$ cat src/rtl/raster_pkg.sv
package raster_pkg;

    // Number of timing registers in the file (8 timing + 2 genlock offsets)
    localparam int REG_COUNT = 10;
    // Registers always present; the two offsets are optional
    localparam int BASE_REGS = 8;

    // Register indices; the order is the software address map
    typedef enum logic [3:0] {
        REG_HTOT  = 4'd0,
        REG_HACT  = 4'd1,
        REG_HSS   = 4'd2,
        REG_HSE   = 4'd3,
        REG_VTOT  = 4'd4,
        REG_VACT  = 4'd5,
        REG_VSS   = 4'd6,
        REG_VSE   = 4'd7,
        REG_HOFS  = 4'd8,
        REG_VOFS  = 4'd9
    } reg_idx_e;

    // Two-state sync pulse machine
    typedef enum logic {
        SYNC_IDLE  = 1'b0,
        SYNC_PULSE = 1'b1
    } sync_state_e;

    // Power-on timing: 500x378 visible on a 695x417 raster
    function automatic int unsigned reg_default(input int unsigned idx);
        case (idx)
            0:       return 695;
            1:       return 500;
            2:       return 518;
            3:       return 574;
            4:       return 417;
            5:       return 378;
            6:       return 389;
            7:       return 392;
            default: return 0;
        endcase
    endfunction

endpackage

$ cat src/rtl/raster_regfile.sv
module raster_regfile #(
    parameter int DATA_W     = 14,
    parameter int ADDR_W     = 4,
    parameter int GENLOCK_EN = 1
) (
    input  logic              clk,
    input  logic              rst,
    input  logic              wr_en,
    input  logic [ADDR_W-1:0] wr_addr,
    input  logic [DATA_W-1:0] wr_data,
    output logic [DATA_W-1:0] cfg_q [raster_pkg::REG_COUNT]
);
    import raster_pkg::*;

    // Registers that accept writes; offsets drop out when genlock is off
    localparam int IMPL_REGS = (GENLOCK_EN != 0) ? REG_COUNT : BASE_REGS;

    always_ff @(posedge clk) begin
        for (int k = 0; k < REG_COUNT; k++) begin
            if (rst) begin
                cfg_q[k] <= DATA_W'(reg_default(k));
            end else if (wr_en && (k < IMPL_REGS) && (int'(wr_addr) == k)) begin
                cfg_q[k] <= wr_data;
            end
        end
    end

endmodule

$ cat src/rtl/raster_counters.sv
module raster_counters #(
    parameter int DATA_W = 14,
    parameter int CNT_W  = 12
) (
    input  logic              clk,
    input  logic              rst,
    input  logic              en,
    input  logic              load_x,
    input  logic              load_y,
    input  logic [DATA_W-1:0] total_x,
    input  logic [DATA_W-1:0] total_y,
    input  logic [DATA_W-1:0] preset_x,
    input  logic [DATA_W-1:0] preset_y,
    output logic [CNT_W-1:0]  x_q,
    output logic [CNT_W-1:0]  y_q,
    output logic [CNT_W-1:0]  x_nxt,
    output logic [CNT_W-1:0]  y_nxt
);
    // One extra bit so the incremented count never aliases the total
    localparam int EXT_W = DATA_W + 1;

    logic [EXT_W-1:0] x_inc;
    logic [EXT_W-1:0] y_inc;
    logic             line_end;
    logic             frame_end;

    always_comb begin
        x_inc     = EXT_W'(x_q) + EXT_W'(1);
        y_inc     = EXT_W'(y_q) + EXT_W'(1);
        // ">=" also recovers if software shrinks a total below the count
        line_end  = (x_inc >= {1'b0, total_x});
        frame_end = (y_inc >= {1'b0, total_y});
    end

    // Next column: genlock reload beats counting
    always_comb begin
        if (load_x) begin
            x_nxt = CNT_W'(preset_x);
        end else if (en) begin
            x_nxt = line_end ? '0 : CNT_W'(x_inc);
        end else begin
            x_nxt = x_q;
        end
    end

    // Next line: advances only on a natural column wrap
    always_comb begin
        if (load_y) begin
            y_nxt = CNT_W'(preset_y);
        end else if (en && !load_x && line_end) begin
            y_nxt = frame_end ? '0 : CNT_W'(y_inc);
        end else begin
            y_nxt = y_q;
        end
    end

    always_ff @(posedge clk) begin
        if (rst) begin
            x_q <= '0;
            y_q <= '0;
        end else begin
            x_q <= x_nxt;
            y_q <= y_nxt;
        end
    end

endmodule

$ cat src/rtl/raster_sync_fsm.sv
module raster_sync_fsm #(
    parameter int DATA_W = 14
) (
    input  logic              clk,
    input  logic              rst,
    input  logic              refresh,
    input  logic [DATA_W-1:0] pos,
    input  logic [DATA_W-1:0] start_live,
    input  logic [DATA_W-1:0] stop_live,
    output logic              sync_o
);
    import raster_pkg::*;

    sync_state_e       state_q;
    sync_state_e       state_d;
    logic [DATA_W-1:0] start_q;
    logic [DATA_W-1:0] stop_q;

    // Frame-stable copies of the edge positions
    always_ff @(posedge clk) begin
        if (rst || refresh) begin
            start_q <= start_live;
            stop_q  <= stop_live;
        end
    end

    // State register
    always_ff @(posedge clk) begin
        if (rst) begin
            state_q <= SYNC_IDLE;
        end else begin
            state_q <= state_d;
        end
    end

    // Transitions: equality only, stop wins a tie
    always_comb begin
        state_d = state_q;
        unique case (state_q)
            SYNC_IDLE: begin
                if ((pos == start_q) && (pos != stop_q)) begin
                    state_d = SYNC_PULSE;
                end
            end
            SYNC_PULSE: begin
                if (pos == stop_q) begin
                    state_d = SYNC_IDLE;
                end
            end
            default: state_d = SYNC_IDLE;
        endcase
    end

    // Output: the state flop itself
    always_comb begin
        sync_o = (state_q == SYNC_PULSE);
    end

endmodule

$ cat src/rtl/raster_timing_gen.sv
module raster_timing_gen #(
    parameter int DATA_W     = 14,
    parameter int ADDR_W     = 4,
    parameter int CNT_W      = 12,
    parameter int GENLOCK_EN = 1
) (
    input  logic              clk,
    input  logic              rst,
    input  logic              en,
    input  logic              cfg_we,
    input  logic [ADDR_W-1:0] cfg_addr,
    input  logic [DATA_W-1:0] cfg_data,
    input  logic              ext_hsync,
    input  logic              ext_vsync,
    output logic [CNT_W-1:0]  pix_x,
    output logic [CNT_W-1:0]  pix_y,
    output logic              pix_visible,
    output logic              hsync,
    output logic              vsync
);
    import raster_pkg::*;

    logic [DATA_W-1:0] cfg_q [REG_COUNT];
    logic [CNT_W-1:0]  x_nxt;
    logic [CNT_W-1:0]  y_nxt;
    logic              ld_x;
    logic              ld_y;
    logic              at_origin;

    raster_regfile #(
        .DATA_W     (DATA_W),
        .ADDR_W     (ADDR_W),
        .GENLOCK_EN (GENLOCK_EN)
    ) u_regs (
        .clk     (clk),
        .rst     (rst),
        .wr_en   (cfg_we),
        .wr_addr (cfg_addr),
        .wr_data (cfg_data),
        .cfg_q   (cfg_q)
    );

    // Genlock strobes are wired in only when the offsets exist
    generate
        if (GENLOCK_EN != 0) begin : g_genlock
            assign ld_x = ext_hsync;
            assign ld_y = ext_vsync;
        end else begin : g_no_genlock
            assign ld_x = 1'b0;
            assign ld_y = 1'b0;
        end
    endgenerate

    raster_counters #(
        .DATA_W (DATA_W),
        .CNT_W  (CNT_W)
    ) u_cnt (
        .clk      (clk),
        .rst      (rst),
        .en       (en),
        .load_x   (ld_x),
        .load_y   (ld_y),
        .total_x  (cfg_q[REG_HTOT]),
        .total_y  (cfg_q[REG_VTOT]),
        .preset_x (cfg_q[REG_HOFS]),
        .preset_y (cfg_q[REG_VOFS]),
        .x_q      (pix_x),
        .y_q      (pix_y),
        .x_nxt    (x_nxt),
        .y_nxt    (y_nxt)
    );

    assign at_origin = (pix_x == '0) && (pix_y == '0);

    raster_sync_fsm #(.DATA_W(DATA_W)) u_hsync (
        .clk        (clk),
        .rst        (rst),
        .refresh    (at_origin),
        .pos        (DATA_W'(x_nxt)),
        .start_live (cfg_q[REG_HSS]),
        .stop_live  (cfg_q[REG_HSE]),
        .sync_o     (hsync)
    );

    raster_sync_fsm #(.DATA_W(DATA_W)) u_vsync (
        .clk        (clk),
        .rst        (rst),
        .refresh    (at_origin),
        .pos        (DATA_W'(y_nxt)),
        .start_live (cfg_q[REG_VSS]),
        .stop_live  (cfg_q[REG_VSE]),
        .sync_o     (vsync)
    );

    // Visible flag registered from the next coordinates so it lines up
    always_ff @(posedge clk) begin
        if (rst) begin
            pix_visible <= 1'b0;
        end else begin
            pix_visible <= (DATA_W'(x_nxt) < cfg_q[REG_HACT]) &&
                           (DATA_W'(y_nxt) < cfg_q[REG_VACT]);
        end
    end

endmodule

$ cat config.mk
export PLATFORM = sky130hd
export DESIGN_NAME = raster_timing_gen
export DESIGN_NICKNAME = d
export VERILOG_FILES = /design/src/rtl/raster_pkg.sv /design/src/rtl/raster_regfile.sv /design/src/rtl/raster_counters.sv /design/src/rtl/raster_sync_fsm.sv /design/src/rtl/raster_timing_gen.sv
export SDC_FILE = /design/constraint.sdc
export NUM_CORES = 1
export LEC_CHECK = 0
export ABC_AREA = 0
export BUFFER_PORTS_ARGS = -buffer_cell sky130_fd_sc_hd__buf_2
export CORE_MARGIN = 4
export CORE_UTILIZATION = 53
export DETAILED_ROUTE_END_ITERATION = 6
export PLACE_DENSITY = 0.7
export SYNTH_ARGS = -nofsm -noshare
export SYNTH_HDL_FRONTEND = slang
export SYNTH_SLANG_ARGS = --single-unit
$ cat constraint.sdc
create_clock -name clk -period 9.7 [get_ports clk]
set_clock_uncertainty 0.05 [all_clocks]
set_input_delay 0.97 -clock clk [delete_from_list [all_inputs] [get_ports clk]]
set_output_delay 0.97 -clock clk [all_outputs]
set_load 0.02 [all_outputs]
; ---- Word-level counts from Yosys, hierarchy flattened
; Index checks and enable logic that the tools add are counted.
[op_classes]
n_addsub = 2
order_cmp = 4
bitwise_logic = 2
div = 0
shifts = 0
reduce_logical = 21
multipliers = 0
eq_ne = 15
mux = 12
[op_table]
columns = cell, n
row1 = $mux W12, 6
row2 = $eq A12 B14 Y1, 4
row3 = $ge A15 B14 Y1, 2
row4 = $lt A12 B14 Y1, 2
row5 = $ne A12 B14 Y1, 2
row6 = $add A12 B1 Y13 const B, 2
row7 = $eq A4 B4 Y1 const B, 6
row8 = $logic_not A12 Y1, 2
row9 = $logic_and A1 B1 Y1, 16
row10 = $eq A4 B3 Y1 const B, 2
row11 = $eq A4 B2 Y1 const B, 1
row12 = $logic_not A4 Y1, 1
row13 = $mux W1, 4
row14 = $pmux W1 S2, 2
row15 = $not A1 Y1, 2
row16 = $logic_not A1 Y1, 1
row17 = $logic_or A1 B1 Y1, 1
[word_totals]
reg_bits = 219
mem_count = 0
mem_bits_rw = 0
inputBits = 24
latch_bits = 0
mem_bits_ro = 0

; ---- Longest topological paths before layout
[logic_depth]
ltp_word = 9
mapped_depth = 24
depth_no_buf = 23

; ---- Hierarchy
; A second synthesis with hierarchy kept.
[hier_totals]
cells_unflattened = 1058
hier_area_um2 = 10970.5
[modules_own_cells]
columns = mod, area_per_inst_um2, cells_per_inst, seq_area_each_um2, n_inst
row1 = raster_regfile, 5431.5, 497, 2802.7, 1
row2 = raster_counters, 2454.9, 328, 480.5, 1
row3 = raster_sync_fsm, 1214.9, 70, 860.8, 2
row4 = raster_timing_gen, 654.4, 93, 20.0, 1

; ---- Worst setup path before layout
; No wires, ideal clock.
[synth_timing]
path_type = register to register
start = register u_cnt.x_q[10]
end = register u_hsync.start_q[0] (enable)
t_arrival_ns = 6.835
path_buffers = 1
required_ns = 9.027
path_stages_with_launch = 4
slack_ns = 2.192
period_less_slack_ns = 7.508
path_cell_list = dfxtp_1 > clkbuf_1 > or4_1 > o41ai_1
[synth_between]
elab_chain_cells = 3
[synth_rtl]
columns = item, line
row1 = "start, declared", raster_counters.sv:14  ; output logic [CNT_W-1:0] x_q,
row2 = "start signal, assigned", raster_counters.sv:62  ; x_q <= x_nxt;
row3 = $logic_not A12 Y1, raster_timing_gen.sv:73  ; assign at_origin = (pix_x == '0) && (pix_y == '0);
row4 = $logic_and A1 B1 Y1, raster_timing_gen.sv:73
row5 = $logic_or A1 B1 Y1, raster_sync_fsm.sv:21  ; if (rst || refresh) begin
row6 = "end signal, assigned", raster_sync_fsm.sv:22  ; start_q <= start_live;
row7 = "end, declared", raster_sync_fsm.sv:16  ; logic [DATA_W-1:0] start_q;
; Every way passes these cells.
; A chain may end at the register's enable or synchronous reset.

; ---- Worst setup path after layout
[layout_timing]
start = register u_cnt.x_q[1]
end = register pix_visible
[layout_between]
elab_chain_cells = 7
word_cells_on_any_way = 11
classes_between = add/sub (1) / order compare (3) / mux (5) / reduce/logical (2)
[layout_rtl]
columns = item, line
row1 = $add A12 B1 Y13 *, raster_counters.sv:28  ; x_inc = EXT_W'(x_q) + EXT_W'(1);
row2 = $ge A15 B14 Y1, raster_counters.sv:31  ; line_end = (x_inc >= {1'b0, total_x});
row3 = $mux W12 *, raster_counters.sv:40  ; x_nxt = line_end ? '0 : CNT_W'(x_inc);
row4 = $mux W12 *, raster_counters.sv:39  ; end else if (en) begin
row5 = $mux W12 *, raster_counters.sv:37  ; if (load_x) begin
row6 = via u_cnt.x_nxt[9], raster_counters.sv:16  ; output logic [CNT_W-1:0] x_nxt,
row7 = $lt A12 B14 Y1 *, raster_timing_gen.sv:100  ; pix_visible <= (DATA_W'(x_nxt) < cfg_q[REG_HACT]) &&
row8 = $logic_and A1 B1 Y1 *, raster_timing_gen.sv:100
row9 = "end signal, assigned", raster_timing_gen.sv:100
row10 = "end, declared", raster_timing_gen.sv:17  ; output logic pix_visible,
; The timed path passes the listed nets; every way through them passes the cells marked *.

==> flow_summary_export.csv <==
group,metric,value,unit
run_status,status,"completed",
routing,num_vias,9118,
setup_path,cp_cell_sequence,"ha_1 > nand3_1 > nor3_1 > and3_1 > ha_1 > a21oi_1 > o22ai_1 > nor2_1 > o21a_1 > nand2_1 > a21boi_0 > nor2_1 > o21ai_0 > ha_1 > nand4_1 > or3_1 > nor2_1 > a2111oi_0 > o311ai_0 > nor2_1",
clocking,clock_insertion_delay_worst_skew,540,ps
routing,post-route-drc-count,0,
clocking,cts.reportedPaths.clkPinSlew,60,ps
power_and_ir_drop,switchingPower,514,uW
hold_path,hold_class,"flip-flop to flip-flop",
clocking,cts_inserted_buffers,24,
die,pin_count,51,
setup_path,timing.critical_path.max_delay_family,"simple AND/OR/NAND/NOR gates",
routing,wl_per_cell,20.7,um
logic_synthesis,synth_enable_flop_cells,56,
clocking,cts_root_buf,"sky130_fd_sc_hd__clkbuf_16",
timing,final_period_minus_worst_setup_slack,5580,ps
routing,detail_route.wirelength,32100,um
finish,layout.cell_area.non_filler,12200,um^2
run,maxCapViolations,0,
setup_path,slowest_stage,"sky130_fd_sc_hd__nor3_1",
clocking,hold_buffers,0,
timing,count_of_endpoints_failing_hold_in_the_final_timing_report,0,
power_and_ir_drop,leakage,0.00488,uW
timing,timing.slew.headroom,0.241,
timing,timing.final.setup_violations,0,
finish,flow.area_growth_from_synthesis,10.9,%
power_and_ir_drop,seqPwrFrac,0.476,
power_and_ir_drop,internal-power,1580,uW
clocking,post_cts.repair.setup_buffers,0,
grt,grt_start_max_net_pins,75,
logic_synthesis,synth_top_cell_by_area,"sky130_fd_sc_hd__dfxtp_1",
routing,met1Wirelength,14800,um
setup_path,worst_setup_path_end_kind,"flip-flop",
setup_path,cp_max_fo,11,
logic_synthesis,synth.ff_latch_count,219,
clocking,htree_num_levels,1,
logic_synthesis,ys_async_sr_fraction,0,
die,initial_utilization,0.540,
routing,vias_per_cell,5.88,
routing,first_iter_violations,873,
timing,fmax,179,MHz
setup_path,critPathMostFrequentCell,"sky130_fd_sc_hd__nor2_1",
placed_design,gp_congestion,0.980,
logic_synthesis,yosys_warning_total,0,
power_and_ir_drop,clockPowerShare,0.449,
logic_synthesis,synthTopCellsByArea,"sky130_fd_sc_hd__dfxtp_1, sky130_fd_sc_hd__edfxtp_1, sky130_fd_sc_hd__nand2_1, sky130_fd_sc_hd__ha_1, sky130_fd_sc_hd__a21oi_1",
clocking,clkSinkCount,219,
grt,groute.usage.overall,0.275,
routing,final_antenna_net_count,0,
grt,grt_pass1_vias,8364,
clocking,cts_tree,"yes",
timing,worst-slew-pin-transition,1130,ps
logic_synthesis,yosysUniqueCellTypes,78,
grt,grt_pass1_wl,48000,um
timing,slew_viol_final,0,
die,die_height,152,um
routing,dr_wl_met2,14000,um
routing,first_pass_iters,7,
placed_design,placed_cell_area,11300,um^2
grt,number_of_antenna_violations_at_the_first_check_in_global_routing,0,
power_and_ir_drop,comb_power_share,0.074,
placed_design,place_hpwl,21900,um
logic_synthesis,synth_ff_type,"sky130_fd_sc_hd__dfxtp_1",
logic_synthesis,ys_seq_area_frac,0.451,
timing,final.setup.tns,0,ps
die,dieArea,23000,um^2
setup_path,critPathBufInv,0,
power_and_ir_drop,post-layout-total-power,2090,uW
setup_path,critPathLaunchType,"flip-flop",
timing,rsz0062_at_grt,"no",
logic_synthesis,netlist.area_leader.share,0.298,
routing,topRoutingLayerUsed,"met4",
setup_path,criticalPathCategory,"flip-flop to flip-flop",
setup_path,critical_path_required,10110,ps
logic_synthesis,syn_avg_cell_area,8.72,um^2
clocking,post_cts.resized_instances,0,
logic_synthesis,synth_nets,1333,
finish,insertedDiodeCount,0,
setup_path,critical-path-max-stage-delay,900,ps
timing,finalCritPeriodShare,0.575,
placed_design,numPortBuffers,50,
clocking,cts_buffer_depth,3,
finish,drive_above_1_share,0.0928,
power_and_ir_drop,power.density,172,nW/um^2
die,placementRows,52,
setup_path,cp.arrival,5990,ps
die,die_w,152,um
grt,globalRoute.totalOverflow,0,
die,core_area,20300,um^2
power_and_ir_drop,max_vdd_drop,0.160,mV
logic_synthesis,synth.cell_area,11000,um^2
power_and_ir_drop,power_switching_share,0.245,
finish,final_nets,1340,
logic_synthesis,syn_inst,1257,
routing,route.met3.wl,2610,um
cell usage in the layout (no fill, tap or decap), types with 5 or more instances in the layout:
master / n
sky130_fd_sc_hd__o21a_1: 5
sky130_fd_sc_hd__and2_1: 21
sky130_fd_sc_hd__clkbuf_16: 24
sky130_fd_sc_hd__a21o_1: 8
sky130_fd_sc_hd__buf_4: 11
sky130_fd_sc_hd__mux2i_1: 28
sky130_fd_sc_hd__nand2_1: 243
sky130_fd_sc_hd__edfxtp_1: 56
sky130_fd_sc_hd__nor3b_1: 6
sky130_fd_sc_hd__or3_1: 5
sky130_fd_sc_hd__ha_1: 52
sky130_fd_sc_hd__o22ai_1: 5
sky130_fd_sc_hd__dfxtp_1: 163
sky130_fd_sc_hd__a31oi_1: 7
sky130_fd_sc_hd__a211oi_1: 7
sky130_fd_sc_hd__a22oi_1: 7
sky130_fd_sc_hd__nand3_1: 47
sky130_fd_sc_hd__nor2_1: 77
sky130_fd_sc_hd__a2111oi_0: 5
sky130_fd_sc_hd__clkbuf_1: 5
sky130_fd_sc_hd__nor2b_1: 7
sky130_fd_sc_hd__a21oi_1: 100
sky130_fd_sc_hd__inv_1: 76
sky130_fd_sc_hd__nor3_1: 13
sky130_fd_sc_hd__buf_2: 49
sky130_fd_sc_hd__o21ai_0: 28
sky130_fd_sc_hd__xnor2_1: 38
sky130_fd_sc_hd__and3_1: 6
sky130_fd_sc_hd__clkinv_1: 5
sky130_fd_sc_hd__o211ai_1: 25
sky130_fd_sc_hd__nand2b_1: 8
sky130_fd_sc_hd__nand4_1: 16
sky130_fd_sc_hd__nand3b_1: 7
sky130_fd_sc_hd__xor2_1: 26
sky130_fd_sc_hd__nor4_1: 6
worst reg2reg max path: stages (launching register included):
cell                        delay, ps
sky130_fd_sc_hd__dfxtp_1          460
sky130_fd_sc_hd__ha_1             300
sky130_fd_sc_hd__nand3_1          210
sky130_fd_sc_hd__nor3_1           900
sky130_fd_sc_hd__and3_1           280
sky130_fd_sc_hd__ha_1             250
sky130_fd_sc_hd__a21oi_1          140
sky130_fd_sc_hd__o22ai_1          100
sky130_fd_sc_hd__nor2_1           250
sky130_fd_sc_hd__o21a_1           470
sky130_fd_sc_hd__nand2_1           90
sky130_fd_sc_hd__a21boi_0         320
sky130_fd_sc_hd__nor2_1            80
sky130_fd_sc_hd__o21ai_0          340
sky130_fd_sc_hd__ha_1             320
sky130_fd_sc_hd__nand4_1           90
sky130_fd_sc_hd__or3_1            130
sky130_fd_sc_hd__nor2_1            50
sky130_fd_sc_hd__a2111oi_0        360
sky130_fd_sc_hd__o311ai_0         200
sky130_fd_sc_hd__nor2_1           110
area by class of cell:
type | count | area [um^2]
timing repair buffer | 60 | 328
clock inverter | 12 | 165
fill | 1842 | 8150
clock buffer | 32 | 661
inverter | 78 | 293
sequential | 219 | 4940
tap | 270 | 338
multi-input combinational | 881 | 5420
metrics by stage:
step            util  setup slack [ps]  instances  hold slack (ps)
6_report       0.599              4120       1552              379
5_1_grt        0.599              3740       1552              384
4_1_cts        0.599              4170       1552              379
3_5_place_dp   0.558              4230       1508              365
3_3_place_gp   0.558              4480       1508              361
2_1_floorplan      -              2190       1257              358
per-layer routing:
| layer | up-vias | track usage |
|---|---|---|
| li1 | 4358 | - |
| met1 | 4368 | 0.415 |
| met2 | 356 | 0.420 |
| met3 | 36 | 0.0387 |
| met4 | 0 | 0.0602 |
| met5 | - | 0 |
logic make-up after synthesis:
logic type / after synthesis / share of synthesized area
AOI/OAI and AO/OA: 244 / 0.146
and+or+nand+nor: 488 / 0.205
adders and majority gates: 52 / 0.0594
buffers and inverters: 157 / 0.0553
muxes: 32 / 0.0299
DFF: 219 / 0.451
xor gates and xnor gates: 65 / 0.0526
path summary, 6_finish.rpt:
kind                                       start                  to  slack, ps  cells after the start
worst min register to register  u_regs.cfg_q[39]  u_vsync.stop_q[11]        380                      0
worst min-delay path            u_regs.cfg_q[39]  u_vsync.stop_q[11]        380                      0
worst max register to register      u_cnt.x_q[1]         pix_visible       4120                     20
worst max-delay path                u_cnt.x_q[1]         pix_visible       4120                     20
flip-flops by register name, indices dropped and copies added (netlist names):
name	flops
u_vsync.stop_q	14
u_cnt.y_q	12
u_regs.cfg_q	136
u_hsync.start_q	14
u_vsync.sync_o	1
u_vsync.start_q	14
u_cnt.x_q	12
u_hsync.sync_o	1
pix_visible	1
u_hsync.stop_q	14
Yosys cell counts (all sizes together) (4+ instances only):
cell type    n
o21ai       30
nand2b       9
a21oi      100
clkbuf      67
a21boi       4
mux2i       29
and2        22
dfxtp      163
o211ai      26
or2          4
nor2        77
and3b        4
inv         76
and3         6
o22ai        5
a31oi        7
or4          4
nor3b        6
nor3        14
edfxtp      56
buf         12
xor2        26
nor2b        7
a2111oi      5
nand2      243
nand3b       7
ha          52
nor4         7
a21o         8
or3          5
nand4       16
nand3       47
xnor2       39
a211oi       9
o21a         5
a22oi        7
power groups by stage:
stage / registers [uW] / logic (uW) / clock network (uW)
after floorplan: 1010 / 102 / 0
after global placement: 1010 / 154 / 0
after detailed placement: 1020 / 154 / 0
after CTS: 996 / 155 / 952
after global routing: 999 / 167 / 984
final: 997 / 156 / 941
Power figures use the tool's default switching activity.
